==> src/rtl/tdm_router_pkg.sv <==
package tdm_router_pkg;
  localparam int CH_W    = 2;
  localparam int NCH     = 1 << CH_W;
  localparam int ENTRY_W = CH_W + 3;

  typedef struct packed {
    logic            last;
    logic            strobe;
    logic            en;
    logic [CH_W-1:0] ch;
  } route_t;
endpackage

==> src/rtl/tdm_edge_sync.sv <==
module tdm_edge_sync #(
  parameter int STAGES = 2,
  parameter int W      = 1
) (
  input  logic         clk,
  input  logic         rst,
  input  logic         ser_clk,
  input  logic [W-1:0] ser_in,
  output logic         rise,
  output logic         fall,
  output logic [W-1:0] sig_s
);
  logic [STAGES-1:0] c_q;
  logic [W-1:0]      s_q [STAGES];
  logic              c_prev;

  always_ff @(posedge clk) begin
    if (rst) begin
      c_q    <= '0;
      c_prev <= 1'b0;
      for (int i = 0; i < STAGES; i++) s_q[i] <= '0;
    end else begin
      c_q    <= {c_q[STAGES-2:0], ser_clk};
      c_prev <= c_q[STAGES-1];
      s_q[0] <= ser_in;
      for (int i = 1; i < STAGES; i++) s_q[i] <= s_q[i-1];
    end
  end

  assign rise  = c_q[STAGES-1] & ~c_prev;
  assign fall  = ~c_q[STAGES-1] & c_prev;
  assign sig_s = s_q[STAGES-1];
endmodule

==> src/rtl/tdm_route_tbl.sv <==
module tdm_route_tbl
  import tdm_router_pkg::*;
#(
  parameter int DEPTH = 16,
  localparam int AW   = $clog2(DEPTH)
) (
  input  logic          clk,
  input  logic          we,
  input  logic [AW-1:0] waddr,
  input  route_t        wdata,
  input  logic [AW-1:0] raddr,
  output route_t        rdata
);
  route_t mem [DEPTH];

  always_ff @(posedge clk) begin
    if (we) mem[waddr] <= wdata;
  end

  assign rdata = mem[raddr];
endmodule

==> src/rtl/tdm_rx_lane.sv <==
module tdm_rx_lane
  import tdm_router_pkg::*;
#(
  parameter int DEPTH = 16,
  localparam int AW   = $clog2(DEPTH)
) (
  input  logic           clk,
  input  logic           rst,
  input  logic           fall,
  input  logic           sync_s,
  input  logic           data_s,
  input  route_t         entry,
  output logic [AW-1:0]  pos,
  output logic [NCH-1:0] rx_valid,
  output logic           rx_bit,
  output logic           rx_strobe
);
  logic run;

  always_ff @(posedge clk) begin
    if (rst) begin
      run       <= 1'b0;
      pos       <= '0;
      rx_valid  <= '0;
      rx_bit    <= 1'b0;
      rx_strobe <= 1'b0;
    end else begin
      rx_valid <= '0;
      if (fall) begin
        if (sync_s) begin
          run       <= 1'b1;
          pos       <= '0;
          rx_strobe <= 1'b0;
        end else if (run) begin
          rx_strobe <= entry.strobe;
          if (entry.en) begin
            rx_valid[entry.ch] <= 1'b1;
            rx_bit             <= data_s;
          end
          pos <= (entry.last || pos == AW'(DEPTH-1)) ? '0 : pos + AW'(1);
        end
      end
    end
  end

  // at most one channel receives a given bit
  p_valid_onehot_r4: assert property (@(posedge clk) disable iff (rst)
    $onehot0(rx_valid));
  // captures happen only on a detected falling serial edge
  p_valid_after_fall_r5: assert property (@(posedge clk) disable iff (rst)
    (|rx_valid) |-> $past(fall));
endmodule

==> src/rtl/tdm_tx_lane.sv <==
module tdm_tx_lane
  import tdm_router_pkg::*;
#(
  parameter int DEPTH = 16,
  localparam int AW   = $clog2(DEPTH)
) (
  input  logic           clk,
  input  logic           rst,
  input  logic           rise,
  input  logic           sync_s,
  input  route_t         entry,
  input  logic [NCH-1:0] tx_in,
  output logic [AW-1:0]  pos,
  output logic [NCH-1:0] tx_ready,
  output logic           tx_data,
  output logic           tx_oe,
  output logic           tx_strobe
);
  logic run;

  always_ff @(posedge clk) begin
    if (rst) begin
      run       <= 1'b0;
      pos       <= '0;
      tx_ready  <= '0;
      tx_data   <= 1'b0;
      tx_oe     <= 1'b0;
      tx_strobe <= 1'b0;
    end else begin
      tx_ready <= '0;
      if (rise) begin
        if (sync_s) begin
          run       <= 1'b1;
          pos       <= '0;
          tx_oe     <= 1'b0;
          tx_data   <= 1'b0;
          tx_strobe <= 1'b0;
        end else if (run) begin
          tx_oe     <= entry.en;
          tx_data   <= entry.en & tx_in[entry.ch];
          tx_strobe <= entry.strobe;
          if (entry.en) tx_ready[entry.ch] <= 1'b1;
          pos <= (entry.last || pos == AW'(DEPTH-1)) ? '0 : pos + AW'(1);
        end
      end
    end
  end

  // one channel at a time, and only for a single cycle
  p_ready_onehot_r7: assert property (@(posedge clk) disable iff (rst)
    $onehot0(tx_ready));
  p_ready_pulse_r7: assert property (@(posedge clk) disable iff (rst)
    (|tx_ready) |=> (tx_ready == '0));
  // line state moves only on a rising serial edge
  p_oe_hold_r7: assert property (@(posedge clk) disable iff (rst)
    !rise |=> $stable(tx_oe) && $stable(tx_data));
  // a consumed bit is always driven onto the line
  p_ready_drives_r6: assert property (@(posedge clk) disable iff (rst)
    (|tx_ready) |-> tx_oe);
endmodule

==> src/rtl/tdm_bit_router.sv <==
module tdm_bit_router
  import tdm_router_pkg::*;
#(
  parameter int DEPTH       = 16,
  parameter int SYNC_STAGES = 2,
  localparam int AW         = $clog2(DEPTH)
) (
  input  logic               clk,
  input  logic               rst,
  input  logic               cfg_we,
  input  logic               cfg_tx_sel,
  input  logic [AW-1:0]      cfg_addr,
  input  logic [ENTRY_W-1:0] cfg_wdata,
  input  logic               tie_tx_to_rx,
  input  logic               rx_sclk,
  input  logic               rx_fsync,
  input  logic               rx_sdata,
  input  logic               tx_sclk,
  input  logic               tx_fsync,
  input  logic [NCH-1:0]     tx_in,
  output logic [NCH-1:0]     rx_valid,
  output logic               rx_bit,
  output logic               rx_strobe,
  output logic [NCH-1:0]     tx_ready,
  output logic               tx_data,
  output logic               tx_oe,
  output logic               tx_strobe
);
  logic          rx_rise_unused, rx_fall, tx_rise, tx_fall_unused;
  logic [1:0]    rx_s;
  logic          tx_sync_own;
  logic [AW-1:0] rd_addr [2];
  route_t        rd_ent  [2];

  tdm_edge_sync #(.STAGES(SYNC_STAGES), .W(2)) u_rx_sync (
    .clk(clk), .rst(rst), .ser_clk(rx_sclk), .ser_in({rx_fsync, rx_sdata}),
    .rise(rx_rise_unused), .fall(rx_fall), .sig_s(rx_s));

  tdm_edge_sync #(.STAGES(SYNC_STAGES), .W(1)) u_tx_sync (
    .clk(clk), .rst(rst), .ser_clk(tx_sclk), .ser_in(tx_fsync),
    .rise(tx_rise), .fall(tx_fall_unused), .sig_s(tx_sync_own));

  // One table per direction; index 0 receive, 1 transmit
  for (genvar d = 0; d < 2; d++) begin : g_tbl
    tdm_route_tbl #(.DEPTH(DEPTH)) u_tbl (
      .clk(clk),
      .we(cfg_we && (cfg_tx_sel == d[0])),
      .waddr(cfg_addr),
      .wdata(route_t'(cfg_wdata)),
      .raddr(rd_addr[d]),
      .rdata(rd_ent[d]));
  end

  // Tied mode: transmit edges and sync come from the receive pins
  logic tx_evt, tx_sync_sel;
  assign tx_evt      = tie_tx_to_rx ? rx_rise_unused : tx_rise;
  assign tx_sync_sel = tie_tx_to_rx ? rx_s[1]        : tx_sync_own;

  tdm_rx_lane #(.DEPTH(DEPTH)) u_rx (
    .clk(clk), .rst(rst), .fall(rx_fall), .sync_s(rx_s[1]), .data_s(rx_s[0]),
    .entry(rd_ent[0]), .pos(rd_addr[0]),
    .rx_valid(rx_valid), .rx_bit(rx_bit), .rx_strobe(rx_strobe));

  tdm_tx_lane #(.DEPTH(DEPTH)) u_tx (
    .clk(clk), .rst(rst), .rise(tx_evt), .sync_s(tx_sync_sel),
    .entry(rd_ent[1]), .tx_in(tx_in), .pos(rd_addr[1]),
    .tx_ready(tx_ready), .tx_data(tx_data), .tx_oe(tx_oe), .tx_strobe(tx_strobe));

  // line is never driven with a one while released
  p_released_low_r6: assert property (@(posedge clk) disable iff (rst)
    !tx_oe |-> !tx_data);
  // in tied mode the private transmit clock cannot move the line
  p_tie_ignores_own_r10: assert property (@(posedge clk) disable iff (rst)
    (tie_tx_to_rx && !rx_rise_unused) |=> $stable(tx_oe));
  // outputs are quiet on the first cycle after reset
  p_reset_quiet_r1: assert property (@(posedge clk)
    $past(rst) |-> (rx_valid == '0 && tx_ready == '0 && !tx_oe));
  // a strobe cannot rise except at a serial edge of its side
  p_rx_strobe_edge_r9: assert property (@(posedge clk) disable iff (rst)
    $rose(rx_strobe) |-> $past(rx_fall));
endmodule

==> config.mk <==
export PLATFORM = sky130hd
export DESIGN_NAME = tdm_bit_router
export DESIGN_NICKNAME = d
export VERILOG_FILES = /design/src/rtl/tdm_router_pkg.sv /design/src/rtl/tdm_edge_sync.sv /design/src/rtl/tdm_route_tbl.sv /design/src/rtl/tdm_rx_lane.sv /design/src/rtl/tdm_tx_lane.sv /design/src/rtl/tdm_bit_router.sv
export SDC_FILE = /design/constraint.sdc
export NUM_CORES = 1
export LEC_CHECK = 0
export BUFFER_PORTS_ARGS = -buffer_cell sky130_fd_sc_hd__buf_2
export CAP_MARGIN = 20
export CORE_ASPECT_RATIO = 1.25
export CORE_UTILIZATION = 35
export DETAILED_ROUTE_END_ITERATION = 6
export SLEW_MARGIN = 20
export SYNTH_ARGS = -nofsm -noshare
export SYNTH_HDL_FRONTEND = slang
export SYNTH_SLANG_ARGS = --single-unit
==> constraint.sdc <==
create_clock -name clk -period 2.19 [get_ports clk]
set_input_delay 0.219 -clock clk [delete_from_list [all_inputs] [get_ports clk]]
set_output_delay 0.219 -clock clk [all_outputs]
set_load 0.01 [all_outputs]
# Word-level counts from Yosys, hierarchy flattened
# Memories as Yosys holds them, arrays and structs flattened. A register that Yosys moved wholly into a read port is not among the register bits.
# Cells that the tools add are included.
dict set report word_totals {
  ff_bits 29
  ram_bits 166
  output_inout_bits 13
  elab_cells 98
  mem_count 4
}
# name words word_bits read_ports rd_clocked_by_memory_dff wr line_no
set mem_list {}
lappend mem_list {{g_tbl[0].u_tbl.mem} 16 5 1 1 1 tdm_route_tbl.sv:14} ;# route_t mem [DEPTH];
lappend mem_list {{g_tbl[1].u_tbl.mem} 16 5 1 1 1 tdm_route_tbl.sv:14}
lappend mem_list {u_rx_sync.s_q 2 2 2 0 2 tdm_edge_sync.sv:14} ;# logic [W-1:0] s_q [STAGES];
lappend mem_list {u_tx_sync.s_q 2 1 2 0 2 tdm_edge_sync.sv:14}
dict set report op_classes {
  n_addsub 2
  order_cmp 4
  n_eq_ne 2
  n_mux 37
  bitwise_logic 19
  n_reduce_logical 15
}
# op count
set op_table {}
lappend op_table {{two-way mux 4 bit} 10}
lappend op_table {{two-way mux 1 bit} 22}
lappend op_table {{inverter 1 bit} 11}
lappend op_table {{OR reduction 5 bit} 2}
lappend op_table {{adder 4 x 1 -> 4 bit, second input constant} 2}
lappend op_table {{== test 4 bit, second input constant} 2}
lappend op_table {{AND reduction 2 bit} 4}
lappend op_table {{< comparator 2 x 3 -> 1 bit, second input constant} 2}
lappend op_table {{AND 1 bit} 4}
lappend op_table {{demux 1 bit (select 2 bit)} 2}
lappend op_table {{greater-or-equal comparator 2 x 1 -> 1 bit, second input constant} 2}
lappend op_table {{logical AND 1 bit} 4}
lappend op_table {{two-way mux 2 bit} 2}
lappend op_table {{bitwise OR 1 bit} 4}
lappend op_table {{AND reduction 4 bit} 1}
lappend op_table {{nonzero test 2 bit} 2}
lappend op_table {{binary-select mux 1 bit (select 2 bit)} 1}
lappend op_table {{logical OR 1 bit} 2}

# Depth between registers and ports, before layout
dict set report logic_depth {
  ltp_word 7
  mapped_depth 9
}

# By module
# A second synthesis with hierarchy kept.
dict set report unflattened {
  cells_unflattened 424
  hier_area_um2 7542.2
}
# mod n_inst cells_per_inst area_per_inst_um2
set modules_own_cells {}
lappend modules_own_cells {tdm_route_tbl 2 150 3113.0}
lappend modules_own_cells {tdm_tx_lane 1 47 490.5}
lappend modules_own_cells {tdm_rx_lane 1 43 435.4}
lappend modules_own_cells {{tdm_edge_sync at u_rx_sync} 1 18 211.5}
lappend modules_own_cells {{tdm_edge_sync at u_tx_sync} 1 12 143.9}
lappend modules_own_cells {tdm_bit_router 1 4 35.0}

# Least setup slack after synthesis
# OpenSTA, ideal clock, no wires.
dict set report synth_timing {
  path_kind {reg2reg}
  start {register with a tool-made name}
  end {register with a tool-made name}
  setup_ps 82
  arrival_time_ps 1908
  required_time_ps 2108
  path_slack_ps 200
  path_stages_with_launch 8
  cell_sequence {dfxtp_1 buf_6 mux4_2 mux2_2 a2bb2oi_1 or2_1 a2bb2oi_1 o22ai_1}
}

==> impl_metrics.ini <==
[critical_path]
crit_fanout = 8
crit_path_top_delay_cell = mux4_1
critPathMostFrequentCell = mux2i_1
max_stage_delay_ps = 580
rrSetupSlack_ps = 100
startpoint_type = flip-flop
r2r_cells = 5
end_kind = flip-flop
critical_path_cell_count = 5
critical_path_class = flip-flop to flip-flop
r2r_end = u_tx.pos[3]
path_cells = mux4_1 > mux2i_1 > mux2i_1 > or4_1 > a31oi_1
required_ps = 2580
cp.arrival_ps = 2490
critPathBufInv = 0
critPathTopFamily = multiplexers

[power_and_ir_drop]
max-vdd-ir-drop_v = 0.0005190
power_leakage_nw = 3.018
totalPowerFinal_w = 0.007853
p_per_area_nw_per_um2 = 857.6

[yosys]
syn_area_sq_um = 7775
ys_warn_count = 0
yosysUniqueCellTypes = 46
ys_ff_latch = 203
synth_edf_count = 160
yosys-top-cells-area = edfxtp_1 (62%), dfxtp_1 (11%), mux4_2 (10%)
post-synth-top-count-cell = edfxtp_1
synth_top_area_share_pct = 61.80
avgSynthCellArea_sq_um = 17.39
ys_async_sr_fraction_pct = 0
synth_largest_area_cell = edfxtp_1
ys_top_cells_by_count = edfxtp_1 (160), nor2_1 (53), dfxtp_1 (43)
synthCells = 447
syn-num-nets = 472
synthFlopType = edfxtp_1
yosysSeqAreaShare_pct = 72.87

[hold_path]
hold_path_depth = 3
hold_end = u_tx.tx_data
min-delay-start = tx_in[2]
hold_path_class = primary input to flip-flop

[die]
die_h_microns = 168.6
num_rows = 60
core_area_sq_um = 21620
initial_core_util_pct = 35.96
ios = 36
die_x_microns = 135.3
die_area_sq_um = 22820

[drt]
drc = 0
wirelength_microns = 15420
vias = 4026
dr.pass1.iters = 4
drtIter0Drc = 277
ant_nets = 0
viasPerCell = 4.958
wire_per_inst_microns = 18.99

[timing]
slew_violations = 0
hold_viol = 0
timing.hold.ws_ps = 74.26
setup_viol = 0
fmax_mhz = 477.7
period_needed_ps = 2093
period_share_pct = 95.59
tightest_slew_ps = 622.1
rsz0062_at_grt = false
skew_ps = 10.36
slew_headroom_pct = 58.38

[clock_network]
clockBufferDepth = 3
htree_levels = 1
clk_pin_slew_worst_paths_ps = 60
cts.root.buffer_cell = clkbuf_16
cts_sinks = 203
cts_inserted_buffers = 20
cts_tree = done
clk_latency_ps = 490

[placed_design]
placed_cells = 761
hpwl_microns = 10370
placed_cell_area_sq_um = 8346
port_buffers = 35
gp_congestion = 0.7957

[final_layout]
diodes = 0
drive_gt1_share_pct = 28.14
nets = 544
final_cells = 812
multi_input_area_sq_um = 1968
syn_to_final_growth_pct = 17.78
seqCellArea_sq_um = 5668
utilization_pct = 42.36
postLayoutCellArea_sq_um = 9158
fillers = 1939

[grt]
overflow = 0
grt_pass1_wl_microns = 24160
grt_pass1_vias = 4190
grt_antenna_before_repair = 0
grt_usage_pct = 14.02
grt_max_degree = 33

[outcome]
outcome = completed

[flow_run]
maxCapViolations = 0
-- tightest hold or removal path: cells and delay by family --
kind / cells / cell delay (ps)
compound gates: 1 / 170
buf+inv: 1 / 80
mux: 1 / 50
-- worst max path at each step --
stage,startpoint,to,slack [ps]
detailed placement,flip-flop,flip-flop,-30
floorplan,flip-flop,flip-flop,200
global placement,flip-flop,u_tx.tx_data,40
CTS,flip-flop,u_tx.tx_data,10
global route,flip-flop,u_tx.tx_data,9
finish,flip-flop,u_tx.pos[3],100
-- cell usage in the layout (no fill, tap or decap), types with 8 or more instances in the layout --
master / n
edfxtp_1: 160
nor2_1: 53
dfxtp_1: 41
mux4_2: 36
buf_2: 35
buf_4: 27
clkbuf_16: 21
nor2b_1: 18
nand2_1: 15
mux2i_1: 13
mux2_2: 11
nand3_1: 10
inv_1: 8
-- final cells by class --
| cell class | count | area share (%) |
|---|---|---|
| Clock buffer | 24 | 5.861 |
| Clock inverter | 12 | 1.503 |
| Inverter | 8 | 0.3279 |
| Multi-Input combinational cell | 217 | 21.49 |
| Sequential cell | 203 | 61.89 |
| Tap cell | 279 | 3.812 |
| Timing Repair Buffer | 69 | 5.110 |
-- routing by layer --
layer  share of wire [%]  up-vias  global-route usage [%]
met4                 1.6        0                   3.957
li1                    -     1877                       -
met2                  51      124                   23.97
met3                 5.8       24                   2.456
met5                   0        -                       0
met1                  42     2001                   18.19
-- registers in the layout (all words and copies together), names as in the netlist, named ones only --
name              cells
u_rx_sync.c_prev      1
u_rx.pos              4
u_rx_sync.s_q         4
u_tx.tx_strobe        1
g_tbl.u_tbl.mem     160
u_tx.tx_oe            1
u_tx.pos              4
u_tx_sync.c_prev      1
u_tx.tx_data          1
u_rx_sync.c_q         2
u_tx_sync.s_q         2
u_tx.tx_ready         4
u_rx.rx_strobe        1
u_rx.rx_valid         4
u_rx.rx_bit           1
u_rx.run              1
u_tx_sync.c_q         2
u_tx.run              1
-- timing repair --
item | 4_1_cts | 5_1_grt
hold buffers | 5 | 0
buffers inserted | 0 | 10
gates resized for setup | 1 | 3
setup endpoints to repair | 2 | 10
hold endpoints to repair | 5 | 0
-- cell families (layout without fill, tap and decap cells) --
group	after synthesis	after routing	synth area share [%]
multiplexers	63	63	14.50
adder cells (fa/ha/maj)	2	2	0.3218
buffers and inverters	27	113	1.947
flip-flops	203	203	72.87
AND/OR/NAND/NOR	120	120	7.355
AO/OA/AOI/OAI	32	32	3.009
-- report_power, final --
group,switching (W),total (W),internal [W]
clock network,0.00137,0.00348,0.00211
logic,0.000110,0.000162,0.0000518
registers,0.0000129,0.00421,0.00420
total,0.00150,0.00785,0.00636
-- stage by stage --
stage                     worst slack (ps)  TNS [ps]
after global routing                 9.003         0
after CTS                            13.60         0
after global placement               41.45         0
after floorplan                      200.3         0
final                                96.61         0
after detailed placement            -29.14    -58.26
No activity file was read; power rests on OpenSTA's default activity.
